[config.mk]
export PLATFORM = sky130hd
export DESIGN_NAME = pdw_expander
export DESIGN_NICKNAME = d
export VERILOG_FILES = /design/src/rtl/pdw_pkg.sv /design/src/rtl/pdw_rst_sync.sv /design/src/rtl/pdw_regfile.sv /design/src/rtl/pdw_addr_map.sv /design/src/rtl/pdw_expander.sv
export SDC_FILE = /design/constraint.sdc
export NUM_CORES = 1
export LEC_CHECK = 0
export ABC_CLOCK_PERIOD_IN_PS = 2600
export BUFFER_PORTS_ARGS = -buffer_cell sky130_fd_sc_hd__buf_2
export CORE_ASPECT_RATIO = 1.2
export CORE_MARGIN = 10
export CORE_UTILIZATION = 30
export DETAILED_ROUTE_END_ITERATION = 6
export HOLD_SLACK_MARGIN = 0.12
export MAX_ROUTING_LAYER = met4
export PLACE_DENSITY_LB_ADDON = 0.08
export SYNTH_ARGS = -nofsm -noshare
export SYNTH_HDL_FRONTEND = slang
export SYNTH_SLANG_ARGS = --single-unit
[constraint.sdc]
create_clock -name clk -period 2.6 [get_ports clk]
set_clock_uncertainty 0.1 [all_clocks]
set_input_delay 0.13 -clock clk [delete_from_list [all_inputs] [get_ports clk]]
set_output_delay 0.13 -clock clk [all_outputs]
set_load 0.01 [all_outputs]
[src/rtl/pdw_pkg.sv]
package pdw_pkg;
  localparam int unsigned REG_AW = 8;
  localparam int unsigned REG_DW = 8;

  typedef enum logic [1:0] {
    SEL_NONE,
    SEL_PAGE,
    SEL_DIRA,
    SEL_DIRB
  } reg_sel_e;
endpackage

[src/rtl/pdw_rst_sync.sv]
module pdw_rst_sync #(
  parameter int unsigned STAGES = 2
) (
  input  logic clk,
  input  logic arst_n,
  output logic srst_n
);
  logic [STAGES-1:0] sync_q;
  logic [STAGES-1:0] sync_d;

  always_comb begin
    sync_d = {sync_q[STAGES-2:0], 1'b1};
  end

  always_ff @(posedge clk or negedge arst_n) begin
    if (!arst_n) begin
      sync_q <= '0;
    end else begin
      sync_q <= sync_d;
    end
  end

  assign srst_n = sync_q[STAGES-1];
endmodule

[src/rtl/pdw_regfile.sv]
module pdw_regfile
  import pdw_pkg::*;
#(
  parameter int unsigned          PAGE_W   = 8,
  parameter int unsigned          DIRA_W   = 7,
  parameter int unsigned          DIRB_W   = 6,
  parameter logic [REG_AW-1:0]    PAGE_OFS = 8'h34,
  parameter logic [REG_AW-1:0]    DIRA_OFS = 8'h32,
  parameter logic [REG_AW-1:0]    DIRB_OFS = 8'h33
) (
  input  logic              clk,
  input  logic              rst_n,
  input  logic              wr_en,
  input  logic [REG_AW-1:0] addr,
  input  logic [REG_DW-1:0] wdata,
  output logic [REG_DW-1:0] rdata,
  output logic [PAGE_W-1:0] page
);
  reg_sel_e          sel;
  logic [PAGE_W-1:0] page_q, page_d;
  logic [DIRA_W-1:0] dira_q, dira_d;
  logic [DIRB_W-1:0] dirb_q, dirb_d;
  logic              page_ce, dira_ce, dirb_ce;

  // offset decode
  always_comb begin
    if (addr == PAGE_OFS)      sel = SEL_PAGE;
    else if (addr == DIRA_OFS) sel = SEL_DIRA;
    else if (addr == DIRB_OFS) sel = SEL_DIRB;
    else                       sel = SEL_NONE;
  end

  // next state and clock enables
  always_comb begin
    page_d  = wdata[PAGE_W-1:0];
    dira_d  = wdata[DIRA_W-1:0];
    dirb_d  = wdata[DIRB_W-1:0];
    page_ce = wr_en && (sel == SEL_PAGE);
    dira_ce = wr_en && (sel == SEL_DIRA);
    dirb_ce = wr_en && (sel == SEL_DIRB);
  end

  always_ff @(posedge clk or negedge rst_n) begin
    if (!rst_n) begin
      page_q <= '0;
    end else if (page_ce) begin
      page_q <= page_d;
    end
  end

  always_ff @(posedge clk or negedge rst_n) begin
    if (!rst_n) begin
      dira_q <= '0;
    end else if (dira_ce) begin
      dira_q <= dira_d;
    end
  end

  always_ff @(posedge clk or negedge rst_n) begin
    if (!rst_n) begin
      dirb_q <= '0;
    end else if (dirb_ce) begin
      dirb_q <= dirb_d;
    end
  end

  // read mux, unimplemented bits and offsets return zero
  always_comb begin
    rdata = '0;
    unique case (sel)
      SEL_PAGE: rdata[PAGE_W-1:0] = page_q;
      SEL_DIRA: rdata[DIRA_W-1:0] = dira_q;
      SEL_DIRB: rdata[DIRB_W-1:0] = dirb_q;
      default:  rdata = '0;
    endcase
  end

  assign page = page_q;
endmodule

[src/rtl/pdw_addr_map.sv]
module pdw_addr_map #(
  parameter int unsigned                    CPU_AW      = 16,
  parameter int unsigned                    WIN_SHIFT   = 12,
  parameter int unsigned                    PAGE_W      = 8,
  parameter int unsigned                    EXT_FORCE_N = 2,
  parameter logic [CPU_AW-WIN_SHIFT-1:0]    WIN_TAG     = 4'h7
) (
  input  logic [CPU_AW-1:0]                       cpu_addr,
  input  logic                                    cpu_access,
  input  logic                                    win_en,
  input  logic [PAGE_W-1:0]                       page,
  input  logic [EXT_FORCE_N-1:0]                  force_en,
  output logic [WIN_SHIFT+PAGE_W+EXT_FORCE_N-1:0] ext_addr,
  output logic                                    win_cs
);
  localparam int unsigned TAG_W  = CPU_AW - WIN_SHIFT;
  localparam int unsigned BASE_W = WIN_SHIFT + PAGE_W;

  logic                   hit;
  logic [BASE_W-1:0]      base;
  logic [EXT_FORCE_N-1:0] upper;

  assign hit = win_en && (cpu_addr[CPU_AW-1:WIN_SHIFT] == WIN_TAG);

  always_comb begin
    base = '0;
    base[WIN_SHIFT-1:0] = cpu_addr[WIN_SHIFT-1:0];
    if (hit) begin
      base[WIN_SHIFT +: PAGE_W] = page;
    end else begin
      base[WIN_SHIFT +: TAG_W] = cpu_addr[CPU_AW-1:WIN_SHIFT];
    end
  end

  // one forced line per enable bit
  for (genvar g = 0; g < EXT_FORCE_N; g++) begin : g_force
    assign upper[g] = hit && force_en[g];
  end

  assign ext_addr = {upper, base};
  assign win_cs   = hit && cpu_access;
endmodule

[src/rtl/pdw_expander.sv]
module pdw_expander
  import pdw_pkg::*;
#(
  parameter int unsigned                 CPU_AW      = 16,
  parameter int unsigned                 WIN_SHIFT   = 12,
  parameter int unsigned                 PAGE_W      = 8,
  parameter int unsigned                 EXT_FORCE_N = 2,
  parameter logic [CPU_AW-WIN_SHIFT-1:0] WIN_TAG     = 4'h7,
  parameter int unsigned                 DIRA_W      = 7,
  parameter int unsigned                 DIRB_W      = 6,
  parameter logic [REG_AW-1:0]           PAGE_OFS    = 8'h34,
  parameter logic [REG_AW-1:0]           DIRA_OFS    = 8'h32,
  parameter logic [REG_AW-1:0]           DIRB_OFS    = 8'h33,
  parameter int unsigned                 SYNC_STAGES = 2
) (
  input  logic                                    clk,
  input  logic                                    rst_n,
  input  logic                                    reg_wr,
  input  logic [REG_AW-1:0]                       reg_addr,
  input  logic [REG_DW-1:0]                       reg_wdata,
  output logic [REG_DW-1:0]                       reg_rdata,
  input  logic [CPU_AW-1:0]                       cpu_addr,
  input  logic                                    cpu_access,
  input  logic                                    win_en,
  input  logic [EXT_FORCE_N-1:0]                  ext_force_en,
  output logic [WIN_SHIFT+PAGE_W+EXT_FORCE_N-1:0] ext_addr,
  output logic                                    win_cs
);
  logic              rst_sync_n;
  logic [PAGE_W-1:0] page;

  pdw_rst_sync #(
    .STAGES (SYNC_STAGES)
  ) u_rst_sync (
    .clk    (clk),
    .arst_n (rst_n),
    .srst_n (rst_sync_n)
  );

  pdw_regfile #(
    .PAGE_W   (PAGE_W),
    .DIRA_W   (DIRA_W),
    .DIRB_W   (DIRB_W),
    .PAGE_OFS (PAGE_OFS),
    .DIRA_OFS (DIRA_OFS),
    .DIRB_OFS (DIRB_OFS)
  ) u_regfile (
    .clk   (clk),
    .rst_n (rst_sync_n),
    .wr_en (reg_wr),
    .addr  (reg_addr),
    .wdata (reg_wdata),
    .rdata (reg_rdata),
    .page  (page)
  );

  pdw_addr_map #(
    .CPU_AW      (CPU_AW),
    .WIN_SHIFT   (WIN_SHIFT),
    .PAGE_W      (PAGE_W),
    .EXT_FORCE_N (EXT_FORCE_N),
    .WIN_TAG     (WIN_TAG)
  ) u_addr_map (
    .cpu_addr   (cpu_addr),
    .cpu_access (cpu_access),
    .win_en     (win_en),
    .page       (page),
    .force_en   (ext_force_en),
    .ext_addr   (ext_addr),
    .win_cs     (win_cs)
  );
endmodule

==> results of run 1 <==
==> routing by layer <==
metal  vias up  routed length [um]
li1        464                   -
met1       472                1480
met2        25                1710
met3        13                 152
met4         0                  76
met5         -                   0
==> registers in the layout, indices dropped and copies added (netlist names) <==
register	cells
u_rst_sync.sync_q	2
u_regfile.dira_q	7
u_regfile.page	8
u_regfile.dirb_q	6
==> through the flow <==
stage	hold WS [ps]	power [mW]	cell area, um2	util, %
finish	160	0.696	1600	40.1
global route	160	0.730	1600	40.1
CTS	160	0.706	1600	40.1
detailed placement	-183	0.465	1460	36.4
global placement	-185	0.464	1460	36.4
floorplan	-266	0.444	1270	-
==> cell families (layout without fill, tap and decap cells) <==
logic type,Yosys count,in the layout
simple gates,27,27
compound gates,11,11
flops,23,23
mux,21,21
buf+inv,25,69
other cells,1,1
==> timing repair <==
| item | in CTS | in global routing |
|---|---|---|
| gates resized for setup | 0 | 0 |
| hold buffers | 10 | 0 |
| hold endpoints to repair | 23 | 0 |
==> cells in the final DEF, fill, tap and decap left out, types with 2 or more instances in the layout <==
cell type | netlist | final
a221o_1 | 6 | 6
and3_1 | 7 | 7
buf_2 | 2 | 45
buf_4 | 12 | 3
clkbuf_8 | 0 | 3
dfrtp_1 | 23 | 23
dlygate4sd3_1 | 0 | 10
inv_1 | 7 | 7
mux2_2 | 13 | 13
mux2_4 | 8 | 8
nand2b_1 | 2 | 2
nor2_1 | 2 | 2
nor3_1 | 7 | 7
o21a_1 | 2 | 2
or3_1 | 2 | 2
==> how the worst max path moves through the flow <==
stage	start	to	slack, ps	cells past startpoint
finish	reg_addr[6]	reg_rdata[5]	600	6
global route	reg_addr[6]	reg_rdata[1]	480	6
CTS	reg_addr[6]	reg_rdata[1]	560	6
detailed placement	reg_addr[6]	u_regfile.page[7]$_DFFE_PN0P_	410	4
global placement	reg_addr[6]	u_regfile.page[2]$_DFFE_PN0P_	440	4
floorplan	reg_addr[6]	u_regfile.page[0]$_DFFE_PN0P_	790	5
==> power groups by stage <==
stage | Sequential [mW] | Combinational (mW) | Clock [mW]
2_1_floorplan | 0.393 | 0.0518 | 0
3_3_place_gp | 0.397 | 0.0662 | 0
3_5_place_dp | 0.398 | 0.0673 | 0
4_1_cts | 0.391 | 0.0789 | 0.236
5_1_grt | 0.393 | 0.0862 | 0.250
6_report | 0.390 | 0.0775 | 0.228
==> worst max-delay path, stage by stage <==
cell,delay [ps]
buf_2,100
or4b_1,700
nor2_1,360
buf_4,200
a221o_1,140
buf_2,130
==> final cells by class <==
| cell class | count | area, um2 |
|---|---|---|
| clock buffers | 4 | 45.0 |
| well taps | 54 | 67.6 |
| multi-input cells | 60 | 542 |
| repair buffers | 58 | 348 |
| inverters | 7 | 26.3 |
| fillers | 437 | 2400 |
| flip-flops and latches | 23 | 576 |
==> results.cfg, run 1 <==
[cells_and_area]
drive_above_1_share_pct = 48.0
layout.nets = 192
antennaDiodeCount = 0
area_growth_pct = 26.7
instances_no_fill = 206

[synth]
synth_edf_count = 0
synth_top_family_by_area = multiplexers
synthAdderAreaFrac_pct = 0
synth.distinct_cells = 26
synth_compound_area_share_pct = 7.91
synth_simple_gate_area_share_pct = 13.5
yosys.area.top_type_share_pct = 45.5
synth-xor-area-share_pct = 0
synth_seq_area_share_pct = 45.5
synth_cells = 108
yosys_register_bits = 23
yosysMostFrequentCell = dfrtp_1
ys_top_cells_by_area = dfrtp_1 (45%), mux2_2 (12%), mux2_4 (9.5%)
ys_warn_count = 0
synth_common_cells = dfrtp_1 (23), mux2_2 (13), buf_4 (12), mux2_4 (8)
synth_top_flop_cell = dfrtp_1
syn_area_per_cell_um2 = 11.7
yosysTopAreaCell = dfrtp_1
syn-cell-area_um2 = 1270
synthMuxAreaShare_pct = 21.0
synthArstFlopShare_pct = 100
syn-num-nets = 147

[routing]
wirelength_mm = 3.41
dr.pass1.iters = 4
wl_per_cell_um = 16.6
drt_iter0_drc = 34
drc = 0
drtAntennaViolNets = 0
vias_per_cell = 4.73
via_count = 974

[grt]
grt_usage_pct = 10.0
met3_usage_pct = 2.17
grt_pass1_wl_mm = 5.66
grt_use_met1_pct = 11.4
antenna_found_initial = 0
grt_overflow_total = 0
grt_max_degree = 22
grt_pass1_vias = 1106
grt_busiest_layer = met2
gr-usage-met2_pct = 16.1

[placement]
io_buffers = 45
dp.final_hpwl_mm = 2.69
place_congestion = 0.735
pre_cts_slack_ps = 410
post-place-cells = 192

[worst_setup_path]
arrival_ps = 1770
crit_path_max_fanout = 10
worst-setup-path-type = input port to output port
cp.required_ps = 2370
crit-reg2reg-launch = u_rst_sync.sync_q[1]$_DFF_PN0_
worst_setup_path_start_kind = input port
r2r_end = u_regfile.page[2]$_DFFE_PN0P_
reg2reg_slack_ps = 1600
crit_path_end_kind = output port
reg2regPathDepth = 0

[worst_hold_path]
hp-class = input port to output port
hold_depth = 0
min_to = ext_addr[1]
min_from = cpu_addr[1]

[die]
core_area_um2 = 4000
fp.dieArea_um2 = 7230
initial_core_util_pct = 31.6
rows = 25
fp.dieW_um = 79.3
ioPinCount = 70
die_h_um = 91.2

[power]
p_switching_mw = 0.164
power.clock.fraction_pct = 32.8
vdd_drop_max_mv = 0.176
switching_share_pct = 23.5
p_seq_share_pct = 56.1
comb_power_share_pct = 11.1
power.internal_mw = 0.532
leakage_nw = 0.861
power_density_nw_per_um2 = 434

[sta]
setup_viol = 0
min_period_ps = 2000
relSlewSlack_pct = 41.7
worstMarginPinSlew_ps = 874
fmax_ghz = 0.499
rsz0062_at_grt = no
fin_tns_setup_ps = 0
timing.final.max_slew_violations = 0
post-route-period-util_pct = 77.1
hold_viol = 0
setup_slack_ps = 595

[clock_network]
cts_max_level = 1
clk_latency_ps = 260
cts_setup_buffers = 0
clock_path_buffers = 2
cts_made_buffers = 3
cts.sink_count = 23
cts_root_buf = clkbuf_8
cts_tree = built

[run_status]
status = finished, final reports clean

[flow_run]
maxCapViolations = 0
No activity file was read; power rests on OpenSTA's default activity.
==> run 2, diff against run 1 <==
--- a/config.mk
+++ b/config.mk
@@ -5,7 +5,8 @@
 export SDC_FILE = /design/constraint.sdc
 export NUM_CORES = 1
 export LEC_CHECK = 0
-export ABC_CLOCK_PERIOD_IN_PS = 2600
+export ABC_AREA = 1
+export ABC_CLOCK_PERIOD_IN_PS = 2090
 export BUFFER_PORTS_ARGS = -buffer_cell sky130_fd_sc_hd__buf_2
 export CORE_ASPECT_RATIO = 1.2
 export CORE_MARGIN = 10
==> constraint.sdc (replaced) <==
create_clock -name clk -period 2.09 [get_ports clk]
set_clock_uncertainty 0.1 [all_clocks]
set_input_delay 0.1045 -clock clk [delete_from_list [all_inputs] [get_ports clk]]
set_output_delay 0.1045 -clock clk [all_outputs]
set_load 0.01 [all_outputs]
==> results.cfg, run 2 <==
[run_status]
status = finished, final reports clean

[clock_network]
cts_tree = built
cts_root_buf = clkbuf_8
clk_latency_ps = 260
cts_resized = 0
clock_path_buffers = 2
clkTransAtPathRegs_ps = 80
cts_max_level = 1
cts_made_buffers = 3
cts.sink_count = 23
cts_setup_buffers = 0

[sta]
setup_slack_ps = 656
timing.final.max_slew_violations = 0
post-route-period-util_pct = 68.6
whs_ps = 111
min_period_ps = 1430
fin_tns_setup_ps = 0
setup_viol = 0
hold_viol = 0
rsz0062_at_grt = no
fmax_ghz = 0.698

[routing]
drt_iter0_drc = 69
wl_per_cell_um = 13.9
wirelength_mm = 4.13
vias_per_cell = 4.63
via_count = 1381
dr.pass1.iters = 5
drtAntennaViolNets = 0
drc = 0

[synth]
synth.distinct_cells = 17
synth_simple_gate_area_share_pct = 41.7
synth_compound_area_share_pct = 1.48
synth-xor-area-share_pct = 0
yosysTopAreaCell = dfrtp_1
syn-cell-area_um2 = 1350
synth_top_flop_cell = dfrtp_1
syn_area_per_cell_um2 = 7.24
synthArstFlopShare_pct = 100
ys_warn_count = 0
synth_common_cells = nand2_1 (70), nand3_1 (32), dfrtp_1 (23), inv_1 (15)
synth_seq_area_share_pct = 42.5
yosys_register_bits = 23
synth_top_family_by_area = simple AND/OR/NAND/NOR gates
yosys.area.top_type_share_pct = 42.5
synth_cells = 187
ys_top_cells_by_area = dfrtp_1 (43%), nand2_1 (19%), nand3_1 (12%)
yosysMostFrequentCell = nand2_1
synth_edf_count = 0
synthMuxAreaShare_pct = 0
synthAdderAreaFrac_pct = 0
syn-num-nets = 226

[placement]
place_congestion = 0.739
post-place-cells = 272
io_buffers = 45
pre_cts_slack_ps = 533
dp.final_hpwl_mm = 3.10
postPlaceCellArea_um2 = 1530

[worst_hold_path]
hp-class = register to asynchronous set/reset pin

[worst_setup_path]
worst-setup-path-type = input port to output port
arrival_ps = 1230
crit_path_end_kind = output port
crit_path_max_fanout = 11
worst_setup_path_start_kind = input port
cp.required_ps = 1890

[cells_and_area]
largest_register_ffs = 8
final_area_um2 = 1790
layout.nets = 282
final_cell_mix = nand2_1 (70), buf_2 (45), nand3_1 (32)
drive_above_1_share_pct = 24.4
area_growth_pct = 32.3
instances_no_fill = 298
antennaDiodeCount = 0
layout_commonest_cell = nand2_1

[grt]
grt_busiest_layer = met2
grt_usage_pct = 11.0
gr-usage-met2_pct = 20.0
met3_usage_pct = 2.87
grt_pass1_wl_mm = 6.64
grt_pass1_vias = 1426
grt_overflow_total = 0
grt_max_degree = 25
grt_use_met1_pct = 11.3
antenna_found_initial = 0

[die]
die_h_um = 93.6
rows = 26
fp.dieW_um = 81.3
ioPinCount = 70
core_area_um2 = 4330
initial_core_util_pct = 31.3
fp.dieArea_um2 = 7610

[power]
power_density_nw_per_um2 = 499
vdd_drop_max_mv = 0.240
leakage_nw = 0.979

[flow_run]
maxCapViolations = 0
==> run 2: cell types whose count changed after synthesis, moves of 8 or more <==
cell / previous run / this run
mux2_2: 13 / 0
inv_1: 7 / 15
mux2_4: 8 / 0
nand2_1: 1 / 70
nor2_1: 2 / 13
nand3_1: 0 / 32
==> run 2: metal layers <==
layer,vias to the layer above,wire [um],share of wire (%)
met2,44,2240,54
met3,2,342,8.3
met1,651,1530,37
met5,-,0,0
met4,0,20,0.48
li1,684,-,-
==> run 2: area by class of cell <==
type                    count  area, um2
multi-input cells         131        588
repair buffers             68        453
inverters                  16       60.1
fillers                   465       2530
well taps                  56       70.1
flip-flops and latches     23        576
clock buffers               4       45.0
==> run 2: power breakdown <==
group,total [mW],internal [mW],switching [mW]
Clock,0.272,0.136,0.137
Sequential,0.478,0.466,0.0123
Combinational,0.143,0.0664,0.0770
==> run 2: critical path: stages <==
cell,delay (ps)
buf_2,100
nor2_1,130
nand3_2,140
nor2_2,410
nand2_1,110
nand3_1,90
buf_2,130
==> run 2: cell families after synthesis <==
family          Yosys count
other cells               1
simple gates            127
flops                    23
buf+inv                  33
compound gates            3
==> run 2: worst paths after layout <==
kind                       slack [ps]  cells after the start                               to                            from
max                               660                      7                     reg_rdata[5]                     reg_addr[7]
min                               110                      1    u_regfile.page[0]$_DFFE_PN0P_  u_rst_sync.sync_q[1]$_DFF_PN0_
max reg2reg                      1340                      2    u_regfile.page[1]$_DFFE_PN0P_   u_regfile.page[1]$_DFFE_PN0P_
min reg2reg                       110                      1    u_regfile.page[0]$_DFFE_PN0P_  u_rst_sync.sync_q[1]$_DFF_PN0_
max in group asynchronous        1190                      3   u_rst_sync.sync_q[1]$_DFF_PN0_                           rst_n
min in group clk                  220                      3  u_regfile.dira_q[4]$_DFFE_PN0P_                          reg_wr
==> run 2: per-stage QoR <==
step                      total power [mW]  util, %
after CTS                            0.906     41.4
after global placement               0.588     35.3
after detailed placement             0.592     35.3
final                                0.894     41.4
after floorplan                      0.560        -
after global routing                 0.940     41.4
==> run 2: repair_timing <==
item | CTS | global route
endpoints found under the hold margin | 35 | 0
setup endpoints to repair | 0 | 0
hold buffers | 22 | 0
==> run 3, diff against run 2 <==
--- a/config.mk
+++ b/config.mk
@@ -6,7 +6,7 @@
 export NUM_CORES = 1
 export LEC_CHECK = 0
 export ABC_AREA = 1
-export ABC_CLOCK_PERIOD_IN_PS = 2090
+export ABC_CLOCK_PERIOD_IN_PS = 1200
 export BUFFER_PORTS_ARGS = -buffer_cell sky130_fd_sc_hd__buf_2
 export CORE_ASPECT_RATIO = 1.2
 export CORE_MARGIN = 10
==> constraint.sdc (replaced) <==
create_clock -name clk -period 1.2 [get_ports clk]
set_clock_uncertainty 0.1 [all_clocks]
set_input_delay 0.06 -clock clk [delete_from_list [all_inputs] [get_ports clk]]
set_output_delay 0.06 -clock clk [all_outputs]
set_load 0.01 [all_outputs]
==> results.cfg, run 3 (same netlist as run 2, synthesis figures left out) <==
[worst_setup_path]
arrival_ps = 1000
worst-setup-path-type = input port to output port
crit_path_max_fanout = 8
worst_setup_path_start_kind = input port
cp.required_ps = 1040
crit_path_end_kind = output port

[cells_and_area]
drive_above_1_share_pct = 34.6
area_growth_pct = 48.9
fin_util_pct = 46.6
layout.nets = 294
antennaDiodeCount = 0
layout_commonest_cell = nand2_1
final_cell_mix = nand2_1 (64), buf_2 (40), nand3_1 (25)
largest_register_ffs = 8

[placement]
place_congestion = 0.801
dp.final_hpwl_mm = 3.08
io_buffers = 45
pre_cts_slack_ps = -2.11

[grt]
grt_pass1_vias = 1485
grt_pass1_wl_mm = 7.10
grt_usage_pct = 11.8
antenna_found_initial = 0
grt_overflow_total = 0
grt_max_degree = 22

[die]
core_area_um2 = 4330
fp.dieArea_um2 = 7610
initial_core_util_pct = 31.3
die_h_um = 93.6
fp.dieW_um = 81.3
rows = 26
ioPinCount = 70

[clock_network]
cts_tree = built
cts_made_buffers = 3
clk_latency_ps = 260
clock_path_buffers = 2
cts_root_buf = clkbuf_8
clkTransAtPathRegs_ps = 80
cts.sink_count = 23
cts_max_level = 1

[sta]
setup_slack_ps = 36.2
rsz0062_at_grt = yes
min_period_ps = 1160
timing.final.max_slew_violations = 0
post-route-period-util_pct = 97.0
setup_viol = 0
hold_viol = 0
fmax_ghz = 0.859

[routing]
drtAntennaViolNets = 0
vias_per_cell = 4.51
via_count = 1397
wirelength_mm = 4.39
dr.pass1.iters = 4
drc = 0
wl_per_cell_um = 14.1
drt_iter0_drc = 64

[worst_hold_path]
hp-class = register to asynchronous set/reset pin

[flow_run]
maxCapViolations = 0

[power]
leakage_nw = 1.10
vdd_drop_max_mv = 0.562
power_density_nw_per_um2 = 789

[run_status]
status = finished, final reports clean
run 3: cell types whose count changed in the layout (fill, tap and decap cells not counted), moves of 3 or more:
cell,before,now
nand2_1,70,64
nor2_4,2,6
buf_6,0,6
nor2_1,13,10
buf_2,45,40
nand3_1,32,25
nand2_2,1,7
buf_4,1,11
nand3_2,2,8
run 3: critical path: stages:
cell and delay [ps]:
buf_4 120, nor2_4 110, nand3_4 120, nor2_4 200
buf_12 150, nand2_2 50, nand3_2 80, buf_6 100
run 3: power by group:
part,total (mW),leakage [nW],switching [mW],internal (mW)
Combinational,0.274,0.759,0.146,0.128
Clock,0.482,0.0255,0.250,0.232
Sequential,0.834,0.313,0.0230,0.811
Total,1.59,1.10,0.419,1.17
run 3: worst paths after layout:
kind,slack (ps),cells past startpoint,end,startpoint
worst max register to register,310,3,u_regfile.page[1]$_DFFE_PN0P_,u_regfile.page[1]$_DFFE_PN0P_
min in group clk,150,4,u_regfile.page[4]$_DFFE_PN0P_,reg_wr
worst max-delay path,40,8,reg_rdata[2],reg_addr[6]
max in group asynchronous,350,3,u_rst_sync.sync_q[1]$_DFF_PN0_,rst_n
worst min-delay path,110,1,u_regfile.page[0]$_DFFE_PN0P_,u_rst_sync.sync_q[1]$_DFF_PN0_
worst min register to register,110,1,u_regfile.page[0]$_DFFE_PN0P_,u_rst_sync.sync_q[1]$_DFF_PN0_
run 3: per-layer routing:
layer	track usage [%]	wire, um
met1	13.0	1690
met5	-	0
met3	3.26	364
met4	3.61	40
met2	20.0	2290
run 3: final cells by class:
type	count	area [um2]
Tap cell	56	70.1
Sequential cell	23	576
Inverter	16	60.1
Multi-Input combinational cell	131	673
Timing Repair Buffer	80	591
Clock inverter	1	5.00
Clock buffer	3	41.3
Fill cell	462	2310
run 3: through the flow:
| step | hold slack, ps | cells | setup TNS [ps] | area (um2) | power, mW |
|---|---|---|---|---|---|
| after floorplan | -336 | 187 | 0 | 1350 | 0.975 |
| after global placement | -255 | 281 | 0 | 1610 | 1.03 |
| after detailed placement | -255 | 281 | -2.11 | 1610 | 1.03 |
| after CTS | 124 | 307 | 0 | 1870 | 1.60 |
| after global routing | 146 | 310 | -108 | 2020 | 1.69 |
| final | 113 | 310 | 0 | 2020 | 1.59 |
run 3: timing repair:
action | in CTS | in global routing
gates resized for setup | 0 | 29
endpoints found under the hold margin | 35 | 0
setup endpoints to repair | 0 | 10
buffers inserted | 0 | 3
hold buffers | 22 | 0
